`src/rtl/sxe_pkg.sv`:
```
package sxe_pkg;

    localparam int SUM_BYTES = 4;

    typedef enum logic [7:0] {
        ORD_WRITE     = 8'h01,
        ORD_READ_REC  = 8'h02,
        ORD_CHECK     = 8'h05,
        ORD_READ_SECT = 8'h12
    } sxe_order_e;

    typedef struct packed {
        logic ok;
        logic wr;
        logic rd;
        logic cw;
        logic stop;
    } sxe_mode_t;

    function automatic sxe_mode_t decode_order(input logic [7:0] code);
        sxe_mode_t m;
        m = '0;
        case (code)
            ORD_WRITE:     begin m.ok = 1'b1; m.wr = 1'b1; end
            ORD_READ_REC:  begin m.ok = 1'b1; m.rd = 1'b1; end
            ORD_READ_SECT: begin m.ok = 1'b1; m.rd = 1'b1; m.stop = 1'b1; end
            ORD_CHECK:     begin m.ok = 1'b1; m.cw = 1'b1; end
            default:       m = '0;
        endcase
        return m;
    endfunction

    function automatic logic [7:0] byte_of(input logic [31:0] w, input logic [1:0] lane);
        return w[8*(3-lane) +: 8];
    endfunction

endpackage

```
`src/rtl/sxe_unpack.sv`:
```
module sxe_unpack
    import sxe_pkg::*;
(
    input  logic        clk,
    input  logic        rst,
    input  logic        clr,
    input  logic        accept,
    input  logic [31:0] word_in,
    input  logic        take,
    input  logic [1:0]  lane,
    output logic        hold_full,
    output logic [7:0]  exp_byte
);
    logic [31:0] hold_q;
    logic [31:0] act_q;
    logic        full_q;

    assign hold_full = full_q;
    assign exp_byte  = (lane == 2'd0) ? hold_q[31:24] : byte_of(act_q, lane);

    always_ff @(posedge clk) begin
        if (rst || clr) begin
            full_q <= 1'b0;
            hold_q <= '0;
            act_q  <= '0;
        end else begin
            if (take) begin
                act_q  <= hold_q;
                full_q <= 1'b0;
            end
            if (accept) begin
                hold_q <= word_in;
                full_q <= 1'b1;
            end
        end
    end


    no_refill_full_chk: assert property (@(posedge clk) disable iff (rst)
        accept |-> !full_q);


    take_needs_word_chk: assert property (@(posedge clk) disable iff (rst)
        take |-> full_q);

endmodule

```
`src/rtl/sxe_pack.sv`:
```
module sxe_pack (
    input  logic        clk,
    input  logic        rst,
    input  logic        clr,
    input  logic        shift,
    input  logic        lane_last,
    input  logic [7:0]  byte_in,
    input  logic        hout_ready,
    output logic [31:0] hout_data,
    output logic        hout_valid,
    output logic        ovr
);
    logic [23:0] pk_q;
    logic [31:0] out_q;
    logic        vld_q;

    assign hout_data  = out_q;
    assign hout_valid = vld_q;
    assign ovr        = shift && lane_last && vld_q && !hout_ready;

    always_ff @(posedge clk) begin
        if (rst || clr) begin
            vld_q <= 1'b0;
            pk_q  <= '0;
            out_q <= '0;
        end else begin
            if (vld_q && hout_ready) vld_q <= 1'b0;
            if (shift) begin
                pk_q <= {pk_q[15:0], byte_in};
                if (lane_last && !ovr) begin
                    out_q <= {pk_q, byte_in};
                    vld_q <= 1'b1;
                end
            end
        end
    end


    hout_hold_chk: assert property (@(posedge clk) disable iff (rst)
        (vld_q && !hout_ready && !clr) |=> (vld_q && $stable(out_q)));

endmodule

```
`src/rtl/sxe_sum.sv`:
```
module sxe_sum (
    input  logic        clk,
    input  logic        rst,
    input  logic        acc_en,
    input  logic        first,
    input  logic [7:0]  acc_byte,
    input  logic        cap_en,
    input  logic [7:0]  cap_byte,
    output logic [31:0] acc,
    output logic        sum_bad
);
    logic [31:0] acc_q;
    logic [31:0] stored_q;

    assign acc     = acc_q;
    assign sum_bad = acc_q != {stored_q[23:0], cap_byte};

    always_ff @(posedge clk) begin
        if (rst) begin
            acc_q    <= '0;
            stored_q <= '0;
        end else begin
            if (acc_en) acc_q <= first ? {24'd0, acc_byte} : acc_q + {24'd0, acc_byte};
            if (cap_en) stored_q <= {stored_q[23:0], cap_byte};
        end
    end


    sum_frozen_chk: assert property (@(posedge clk) disable iff (rst)
        (!acc_en) |=> $stable(acc_q));

endmodule

```
`src/rtl/sxe_sector_engine.sv`:
```
module sxe_sector_engine
    import sxe_pkg::*;
#(
    parameter int SECT_BYTES = 1024,
    parameter int CNT_W      = 16
) (
    input  logic             clk,
    input  logic             rst,
    input  logic             start,
    input  logic [7:0]       order,
    input  logic [CNT_W-1:0] word_count,
    output logic             busy,
    output logic             done,
    output logic             sect_inc,
    output logic             xmit_err,
    output logic             overrun,
    input  logic [31:0]      hin_data,
    input  logic             hin_valid,
    output logic             hin_ready,
    output logic [31:0]      hout_data,
    output logic             hout_valid,
    input  logic             hout_ready,
    input  logic             byte_tick,
    input  logic [7:0]       st_rdata,
    output logic [7:0]       st_wdata,
    output logic             st_wen
);
    localparam int DATA_BYTES = SECT_BYTES - SUM_BYTES;
    localparam int POS_W      = $clog2(SECT_BYTES);
    localparam int LEFT_W     = CNT_W + 2;
    localparam logic [POS_W-1:0] LAST_POS  = POS_W'(SECT_BYTES - 1);
    localparam logic [POS_W-1:0] DATA_END  = POS_W'(DATA_BYTES);

    sxe_mode_t         mode_q, mode_d;
    logic              busy_q, done_q, sinc_q, xerr_q, ovr_q;
    logic              err_acc_q, cw_bad_q;
    logic [POS_W-1:0]  pos_q;
    logic [LEFT_W-1:0] bytes_left_q;
    logic [CNT_W-1:0]  fetch_left_q;

    logic       start_ok, tick, in_data, have_data, last_pos, data_tick;
    logic [1:0] lane;
    logic       host_side, use_host, take, ovr_host, ovr_pack, ovr_now;
    logic       hold_full, accept_word, cw_mis, pack_shift, cap_en;
    logic       sec_end, sec_err, sum_bad, finish;
    logic [7:0] exp_byte, host_byte, acc_byte;
    logic [31:0] acc;

    assign mode_d   = decode_order(order);
    assign start_ok = start && !busy_q && mode_d.ok && (word_count != '0);

    assign tick      = busy_q && byte_tick;
    assign in_data   = pos_q < DATA_END;
    assign have_data = bytes_left_q != '0;
    assign last_pos  = pos_q == LAST_POS;
    assign lane      = pos_q[1:0];
    assign data_tick = tick && in_data;

    assign host_side = mode_q.wr || mode_q.cw;
    assign use_host  = data_tick && have_data && host_side && !cw_bad_q;
    assign take      = use_host && (lane == 2'd0) && hold_full;
    assign ovr_host  = use_host && (lane == 2'd0) && !hold_full;
    assign host_byte = have_data ? exp_byte : 8'h00;
    assign acc_byte  = mode_q.rd ? st_rdata : host_byte;
    assign cw_mis    = data_tick && mode_q.cw && !cw_bad_q && (st_rdata != host_byte);
    assign pack_shift = data_tick && have_data && mode_q.rd;
    assign cap_en    = tick && !in_data && (mode_q.rd || mode_q.cw);
    assign ovr_now   = ovr_host || ovr_pack;

    assign sec_end = tick && last_pos;
    assign sec_err = (mode_q.rd || mode_q.cw) && (sum_bad || (mode_q.cw && cw_bad_q));
    assign finish  = ovr_now ||
                     (sec_end && (!have_data || (sec_err && (mode_q.cw || mode_q.stop))));

    assign hin_ready   = busy_q && host_side && !hold_full && (fetch_left_q != '0) && !cw_bad_q;
    assign accept_word = hin_valid && hin_ready;

    assign st_wdata = in_data ? host_byte : byte_of(acc, lane);
    assign st_wen   = tick && mode_q.wr && !ovr_host;

    assign busy     = busy_q;
    assign done     = done_q;
    assign sect_inc = sinc_q;
    assign xmit_err = xerr_q;
    assign overrun  = ovr_q;

    sxe_unpack u_unpack (
        .clk       (clk),
        .rst       (rst),
        .clr       (start_ok),
        .accept    (accept_word),
        .word_in   (hin_data),
        .take      (take),
        .lane      (lane),
        .hold_full (hold_full),
        .exp_byte  (exp_byte)
    );

    sxe_pack u_pack (
        .clk        (clk),
        .rst        (rst),
        .clr        (start_ok || ovr_now),
        .shift      (pack_shift),
        .lane_last  (lane == 2'd3),
        .byte_in    (st_rdata),
        .hout_ready (hout_ready),
        .hout_data  (hout_data),
        .hout_valid (hout_valid),
        .ovr        (ovr_pack)
    );

    sxe_sum u_sum (
        .clk      (clk),
        .rst      (rst),
        .acc_en   (data_tick),
        .first    (pos_q == '0),
        .acc_byte (acc_byte),
        .cap_en   (cap_en),
        .cap_byte (st_rdata),
        .acc      (acc),
        .sum_bad  (sum_bad)
    );

    always_ff @(posedge clk) begin
        if (rst) begin
            mode_q       <= '0;
            busy_q       <= 1'b0;
            done_q       <= 1'b0;
            sinc_q       <= 1'b0;
            xerr_q       <= 1'b0;
            ovr_q        <= 1'b0;
            err_acc_q    <= 1'b0;
            cw_bad_q     <= 1'b0;
            pos_q        <= '0;
            bytes_left_q <= '0;
            fetch_left_q <= '0;
        end else begin
            done_q <= finish;
            sinc_q <= sec_end;
            if (start_ok) begin
                mode_q       <= mode_d;
                busy_q       <= 1'b1;
                pos_q        <= '0;
                bytes_left_q <= {word_count, 2'b00};
                fetch_left_q <= word_count;
                err_acc_q    <= 1'b0;
                cw_bad_q     <= 1'b0;
                xerr_q       <= 1'b0;
                ovr_q        <= 1'b0;
            end else begin
                if (accept_word) fetch_left_q <= fetch_left_q - CNT_W'(1);
                if (tick) begin
                    pos_q <= last_pos ? '0 : pos_q + POS_W'(1);
                    if (in_data && have_data) bytes_left_q <= bytes_left_q - LEFT_W'(1);
                    if (cw_mis) cw_bad_q <= 1'b1;
                    if (sec_end) err_acc_q <= err_acc_q | sec_err;
                    if (finish) begin
                        busy_q <= 1'b0;
                        xerr_q <= err_acc_q | (sec_end & sec_err);
                        ovr_q  <= ovr_now;
                    end
                end
            end
        end
    end


    busy_end_chk: assert property (@(posedge clk) disable iff (rst)
        $fell(busy_q) |-> done_q);


    busy_start_ignored_chk: assert property (@(posedge clk) disable iff (rst)
        (busy_q && start) |=> $stable(mode_q));


    sect_len_chk: assert property (@(posedge clk) disable iff (rst)
        sinc_q |-> ($past(pos_q) == LAST_POS));


    ovr_done_chk: assert property (@(posedge clk) disable iff (rst)
        $rose(ovr_q) |-> (done_q && !busy_q));


    cw_no_fetch_chk: assert property (@(posedge clk) disable iff (rst)
        (cw_bad_q && !start_ok) |=> $stable(fetch_left_q));

endmodule

```
`config.mk`:
```
export PLATFORM = sky130hd
export DESIGN_NAME = sxe_sector_engine
export DESIGN_NICKNAME = d
export VERILOG_FILES = /design/src/rtl/sxe_pkg.sv /design/src/rtl/sxe_unpack.sv /design/src/rtl/sxe_pack.sv /design/src/rtl/sxe_sum.sv /design/src/rtl/sxe_sector_engine.sv
export SDC_FILE = /design/constraint.sdc
export NUM_CORES = 1
export LEC_CHECK = 0
export ABC_AREA = 1
export CORE_MARGIN = 3
export CORE_UTILIZATION = 40
export DETAILED_ROUTE_END_ITERATION = 16
export PLACE_DENSITY = 0.7
export REMOVE_ABC_BUFFERS = 1
export SYNTH_ARGS = -nofsm -noshare
export SYNTH_HDL_FRONTEND = slang
export SYNTH_HIERARCHICAL = 1
export SYNTH_SLANG_ARGS = --single-unit
export TNS_END_PERCENT = 10
```
`constraint.sdc`:
```
create_clock -name clk -period 2.91 [get_ports clk]
set_input_delay 0.291 -clock clk [delete_from_list [all_inputs] [get_ports clk]]
set_output_delay 0.291 -clock clk [all_outputs]
set_load 0.05 [all_outputs]
```
# Yosys cells after proc, flatten, opt, wreduce, memory -nomap -nowiden
# Index checks and enable logic that the tools add are counted.
[classes]
addsub = 5
mul = 0
div_mod_pow = 0
n_lt_le_gt_ge = 1
eq_ne = 8
shifts = 2
muxes = 24
bitwise_logic = 3
reduce_logical = 73
[ops]
columns = ["operator", "count"]
rows = [
  ["variable part select 32 x 33 -> 8 bit", 2],
  ["2-to-1 mux 18 bit", 3],
  ["logical AND 1 bit", 35],
  ["adder 32 x 8 -> 32 bit", 1],
  ["2-to-1 mux 16 bit", 2],
  ["2-to-1 mux 32 bit", 1],
  ["2-to-1 mux 8 bit", 4],
  ["inequality test 32 bit", 1],
  ["nonzero test 16 bit", 2],
  ["nonzero test 18 bit", 1],
  ["subtractor 18 x 1 -> 18 bit, second input constant", 1],
  ["subtractor 16 x 1 -> 16 bit, second input constant", 1],
  ["AND reduction 2 bit", 7],
  ["2-to-1 mux 1 bit", 13],
  ["adder 10 x 1 -> 10 bit, second input constant", 1],
  ["equality test 10 bit, second input constant", 1],
  ["zero test 10 bit", 1],
  ["logical OR 1 bit", 10],
  ["less-than comparator 10 bit, second input constant", 1],
  ["2-to-1 mux 10 bit", 1],
  ["nonzero test 2 bit", 5],
  ["equality test 8 x 1 -> 1 bit, second input constant", 1],
  ["equality test 8 x 2 -> 1 bit, second input constant", 1],
  ["equality test 8 x 3 -> 1 bit, second input constant", 1],
  ["other kinds (10)", 19],
]
[word_totals]
reg_bits = 233
latchBits = 0
mem_bits_rw = 0
mem_bits_ro = 0
in_bits = 70
out_inout_bits = 48
word_cells = 139
n_memories = 0

# Depth between registers and ports, before layout
[logic_depth]
ltp_word = 12
ltp_mapped = 20
mapped_depth_nobuf = 19

# Hierarchy
# Netlist, hierarchy kept.
[modules_own_cells]
columns = ["module", "instances", "cells_each", "area_per_inst_um2", "seq_area_each_um2"]
rows = [
  ["sxe_sector_engine", 1, 643, 3905.0, 1101.1],
  ["sxe_sum", 1, 542, 3545.9, 1121.1],
  ["sxe_unpack", 1, 345, 2551.2, 1141.1],
  ["sxe_pack", 1, 297, 2306.0, 1141.1],
]

# Worst setup path before layout
# OpenSTA, ideal clock, no wires.
[synth_timing]
kind = "reg2reg"
start = "register busy_q, in the netlist busy"
end = "register u_pack.out_q[10], in the netlist u_pack/hout_data[10]"
setup_ps = 117
t_arrival_ps = 2519
t_required_ps = 2793
path_slack_ps = 274
stages_incl_launch_ff = 16
n_path_buf = 4
period_less_slack_ps = 2636
cell_sequence = "dfxtp_1 > nand2_1 > nor2_4 > nand2_4 > buf_6 > buf_6 > nor2_1 > nand2_2 > nor2_1 > inv_1 > nand3_1 > nor2_2 > buf_4 > buf_4 > nand2_1 > nor2_1"
[synth_via]
elab_chain_len = 10
word_cells_on_any_way = 21
cone_classes = "reduce/logical (21)"
[synth_rtl]
columns = ["item", "line_no", "source"]
rows = [
  ["from (decl)", "sxe_sector_engine.sv:35", "logic busy_q, done_q, sinc_q, xerr_q, ovr_q;"],
  ["from (signal assigned)", "sxe_sector_engine.sv:127", "busy_q <= 1'b0;"],
  ["from (signal assigned)", "sxe_sector_engine.sv:142", "busy_q <= 1'b1;"],
  ["from (signal assigned)", "sxe_sector_engine.sv:158", "busy_q <= 1'b0;"],
  ["logical AND 1 bit (*)", "sxe_sector_engine.sv:52", "assign tick = busy_q && byte_tick;"],
  ["logical AND 1 bit (*)", "sxe_sector_engine.sv:57", "assign data_tick = tick && in_data;"],
  ["net data_tick", "sxe_sector_engine.sv:41", "logic start_ok, tick, in_data, have_data, last_pos, data_tick;"],
  ["logical AND 1 bit (*) (2 in a row)", "sxe_sector_engine.sv:66", "assign pack_shift = data_tick && have_data && mode_q.rd;"],
  ["net pack_shift", "sxe_sector_engine.sv:44", "logic hold_full, accept_word, cw_mis, pack_shift, cap_en;"],
  ["logical AND 1 bit (*) (3 in a row)", "sxe_pack.sv:19", "assign ovr = shift && lane_last && vld_q && !hout_ready;"],
  ["net ovr_pack", "sxe_sector_engine.sv:43", "logic host_side, use_host, take, ovr_host, ovr_pack, ovr_now;"],
  ["zero test 1 bit or logical OR 1 bit (tied branches)", "sxe_pack.sv:30, sxe_sector_engine.sv:68", ""],
  ["logical AND 1 bit or logical OR 1 bit (tied branches)", "sxe_pack.sv:30, sxe_sector_engine.sv:102", ""],
  ["AND reduction 2 bit (no source line) or logical OR 1 bit (tied branches)", "n/a", ""],
  ["to (signal assigned)", "sxe_pack.sv:31", "out_q <= {pk_q, byte_in};"],
  ["to (decl)", "sxe_pack.sv:14", "logic [31:0] out_q;"],
]
# Mark *: on every way through the listed nets, which the timed path passes. The rest lies on a longest branch.
# A chain may end at the register's enable or synchronous reset.

# Worst setup path after layout
[layout_timing]
start = "register bytes_left_q[1]"
end = "register u_sum.acc_q[25], in the netlist u_sum/acc[25]"
[layout_via]
elab_chain_len = 5
[layout_rtl]
columns = ["item", "line_no", "source"]
rows = [
  ["from (decl)", "sxe_sector_engine.sv:38", "logic [LEFT_W-1:0] bytes_left_q;"],
  ["from (signal assigned)", "sxe_sector_engine.sv:144", "bytes_left_q <= {word_count, 2'b00};"],
  ["from (signal assigned)", "sxe_sector_engine.sv:154", "if (in_data && have_data) bytes_left_q <= bytes_left_q - LEFT_W'(1);"],
  ["nonzero test 18 bit", "sxe_sector_engine.sv:54", "assign have_data = bytes_left_q != '0;"],
  ["2-to-1 mux 8 bit", "sxe_sector_engine.sv:63", "assign host_byte = have_data ? exp_byte : 8'h00;"],
  ["2-to-1 mux 8 bit", "sxe_sector_engine.sv:64", "assign acc_byte = mode_q.rd ? st_rdata : host_byte;"],
  ["net acc_byte[5]", "sxe_sector_engine.sv:46", "logic [7:0] exp_byte, host_byte, acc_byte;"],
  ["adder 32 x 8 -> 32 bit", "sxe_sum.sv:23", "if (acc_en) acc_q <= first ? {24'd0, acc_byte} : acc_q + {24'd0, acc_byte};"],
  ["2-to-1 mux 32 bit", "sxe_sum.sv:23", ""],
  ["to (signal assigned)", "sxe_sum.sv:23", ""],
  ["to (decl)", "sxe_sum.sv:12", "logic [31:0] acc_q;"],
]
# The timed path passes the listed nets, and every way through them passes these cells.

==> metrics.txt <==
vias in the first global route=11.18k; CP bufs+invs=3; power share of the clock group=47.3%; Critical Path RT=3360 ps; Ports=118; Slew Limit Fails=0; Seq cells post-synth=225; sequential share of power=47.6%; mapped cell area=12310 sq um; first-pass GRT wire length=56130 microns; fillers=2981; Row Count=63; Psw=1433 uW; Final HPWL DP=25070 microns; GRT Total Usage=20.12%; share of layout cells above drive strength 1=12.80%; power per cell area=438.3 nW/um^2; Horiz. Die Dim=181.4 microns; Syn Area/Cell=6.737 sq um; synthesis-to-finish area growth=20.22%; Gate Count Post-Synth=1827; Vias/cell=5.115; vias=12.06k; Synthesis Warnings=6; final wirelength=34420 microns; Fin Setup TNS=0 ps; Comb pwr share=5.1%; cts bufs inserted=25; Reg2Reg Setup Slack=120 ps; Worst Setup SP=bytes_left_q[1]; critical path's top delay family=simple AND/OR/NAND/NOR gates; Worst-Margin Slew=854.5 ps; CTS tree=done; sequential-to-total area share from yosys stat=36.60%; Worst R2R Path Depth=18; Int Pwr=5053 uW; Critical Path AT=3240 ps; GR Overflow Total=0; CP Launch Type=flop; largest net degree at the start of global routing=66; Reg clk slew, reported paths=60 ps; Worst path slowest cell=ha_2; part of the cycle the worst path needs=95.86%; predominant post-synthesis flop cell=dfxtp_1; Die ar.=32910 sq um; clock buffer depth=3; Sequential Area=4506 sq um; routability cong.=0.9832; critical path's largest stage delay=360 ps; 1st-iter DRT viols=945; H-tree levels=1; Worst VDD drop=365.4 uV; async set or reset register ratio after synthesis=0%; wire per inst=14.60 microns; final hold vios=0; worst hold path class=in2reg; Post-synth EDFFs=0; Layout Nets=2038; fmax=0.3585 GHz; Sink Count=225; TritonRoute pass-1 iters=6; post-route antenna net violation count=0; Yosys cell types=55; CP cell instances=inv_1, ha_2, nand3_1, nor2_1, nand3_2, buf_12, nand2_1, o21ai_2, buf_4, ha_2, nand2_2, nor2_1, nand3_1, nand3_4, nand3_1, nand2_1, nand2_1, nor2_1; worst hold slack=333.5 ps; area occupied by multi-input gates=6543 sq um; hold depth=3; clk_skew=19.23 ps; worst-skew pair later-pin latency=520 ps; Max FO, Critical Path=17; chip height=181.4 microns; antenna diode count=0; Leakage=0.006311 uW; final setup vio count=0; RR Startpoint=bytes_left_q[1]; CP endpoint kind=flop; clock root buffer=clkbuf_16; Max Cap Viol=0; min cycle time layout=2789 ps; RSZ-0062 raised after global routing=yes; switch share=22.10%; worst rel slew slack=42.97%; Crit Path Category=reg2reg; Worst Setup EP=u_sum/acc[25]; number of buffers added on ports=117; critical path depth=18; core area=29950 sq um; antenna violations before repair=0; Initial Util=41.09%; reg-to-reg endpoint=u_sum/acc[25]; status=complete, no violations; DRC errors left=0; Tot Pwr=6486 uW
[worst register-to-register path: stages (launching register included)]
cell and delay [ps]:
dfxtp_1 320, inv_1 90, ha_2 180, nand3_1 80, nor2_1 120, nand3_2 120, buf_12 170, nand2_1 140
o21ai_2 100, buf_4 170, ha_2 360, nand2_2 80, nor2_1 140, nand3_1 150, nand3_4 170, nand3_1 130
nand2_1 90, nand2_1 40, nor2_1 80
[logic make-up after synthesis]
group / count (synthesis) / share of synthesized area, %
buffers and inverters: 286 / 10.98
adder cells (fa/ha/maj): 14 / 1.484
AO/OA/AOI/OAI: 289 / 13.72
XOR/XNOR: 44 / 3.131
flip-flops: 225 / 36.60
AND/OR/NAND/NOR: 969 / 34.09
[metrics by stage]
step	setup WS [ps]	cells	instance area [sq um]	utilization, %
floorplan	-1451	1742	11720	-
global placement	51.28	2315	13920	46.49
detailed placement	-28.56	2315	13920	46.49
CTS	31.50	2356	14710	49.11
global route	-49.25	2358	14800	49.40
finish	120.5	2358	14800	49.40
[registers in the layout, indices dropped and copies added (netlist names), 4 cells and up]
signal and count:
u_pack/hout_data 32, u_sum/acc 32, u_unpack/hold_q 32, u_pack/pk_q 24
u_sum/stored_q 24, u_unpack/act_q 24, bytes_left_q 18, fetch_left_q 16
pos_q 10, mode_q 4
[timing repair]
action / CTS / global route
hold buffers: 0 / 0
pin swaps: 0 / 7
gates resized for setup: 2 / 26
endpoints found under the setup margin: 7 / 28
buffers inserted: 0 / 2
[cell usage after synthesis (5+ instances only)]
| master | number | area share (%) |
|---|---|---|
| xor2_1 | 32 | 2.3 |
| nand2_1 | 469 | 14 |
| nor3_1 | 22 | 0.89 |
| nor2_2 | 6 | 0.31 |
| ha_1 | 13 | 1.3 |
| nand3_1 | 136 | 5.5 |
| buf_4 | 10 | 0.61 |
| a21oi_2 | 44 | 3.1 |
| buf_2 | 30 | 1.2 |
| or2_2 | 14 | 0.71 |
| a21oi_1 | 105 | 4.3 |
| o21ai_0 | 101 | 4.1 |
| clkbuf_1 | 17 | 0.52 |
| nand2_2 | 16 | 0.81 |
| inv_1 | 184 | 5.6 |
| inv_2 | 13 | 0.40 |
| o22ai_1 | 9 | 0.46 |
| nand3_2 | 5 | 0.41 |
| nand3b_1 | 6 | 0.37 |
| a31oi_1 | 10 | 0.51 |
| xnor2_1 | 12 | 0.85 |
| nand4_1 | 24 | 1.2 |
| nor4_1 | 8 | 0.41 |
| nor2_1 | 244 | 7.4 |
| buf_6 | 25 | 2.3 |
| dfxtp_1 | 225 | 37 |
[per-layer routing]
layer | vias to the layer above | GRT usage [%] | share of wire, %
met4 | 0 | 5.911 | 2.9
met5 | - | 0 | 0
met3 | 66 | 3.205 | 6.4
li1 | 6110 | - | -
met2 | 387 | 32.53 | 45
met1 | 5497 | 27.82 | 46
[cell usage in the layout (no fill, tap or decap), types with 4 or more instances in the layout]
master | netlist | layout
ha_1 | 13 | 9
buf_12 | 0 | 5
inv_1 | 184 | 183
ha_2 | 0 | 4
nand2_2 | 16 | 18
clkbuf_16 | 0 | 25
clkdlybuf4s50_1 | 0 | 107
a21oi_2 | 44 | 45
dfxtp_1 | 225 | 224
inv_2 | 13 | 14
xor2_1 | 32 | 32
o22ai_1 | 9 | 9
clkbuf_1 | 17 | 5
clkinv_2 | 1 | 6
o21ai_0 | 101 | 95
nand3_1 | 136 | 133
nor4_1 | 8 | 7
buf_4 | 10 | 72
xnor2_1 | 12 | 12
nand2_1 | 469 | 465
a21oi_1 | 105 | 104
or2_2 | 14 | 15
nand4_1 | 24 | 24
o21ai_1 | 4 | 8
nor3_1 | 22 | 21
nor3_2 | 4 | 5
nand3b_1 | 6 | 6
nor2_2 | 6 | 6
a31oi_1 | 10 | 10
nor2_1 | 244 | 243
nand3_2 | 5 | 7
[power by group through the flow]
stage                     clock network, uW  registers, uW  logic, uW
after floorplan                           0           3150        123
after global placement                    0           3150        321
after detailed placement                  0           3150        324
after CTS                              3150           3090        325
after global routing                   3260           3080        357
final                                  3070           3090        329
[area by class of cell]
cell class | instances | area share, %
flip-flops and latches | 225 | 30.45
repair buffers | 185 | 11.65
multi-input cells | 1316 | 44.22
inverters | 201 | 5.124
clock buffers | 33 | 4.634
well taps | 390 | 3.298
clock inverters | 8 | 0.6257
[worst min-delay path by stage]
stage | start | to | slack [ps]
finish | hin_data[22] | u_unpack/hold_q[22] | 330
global route | hin_data[8] | u_unpack/hold_q[8] | 330
CTS | hin_data[22] | u_unpack/hold_q[22] | 320
detailed placement | mode_q[0] | mode_q[0] | 440
global placement | mode_q[0] | mode_q[0] | 440
floorplan | rst | busy | 360
Power figures use the tool's default switching activity.
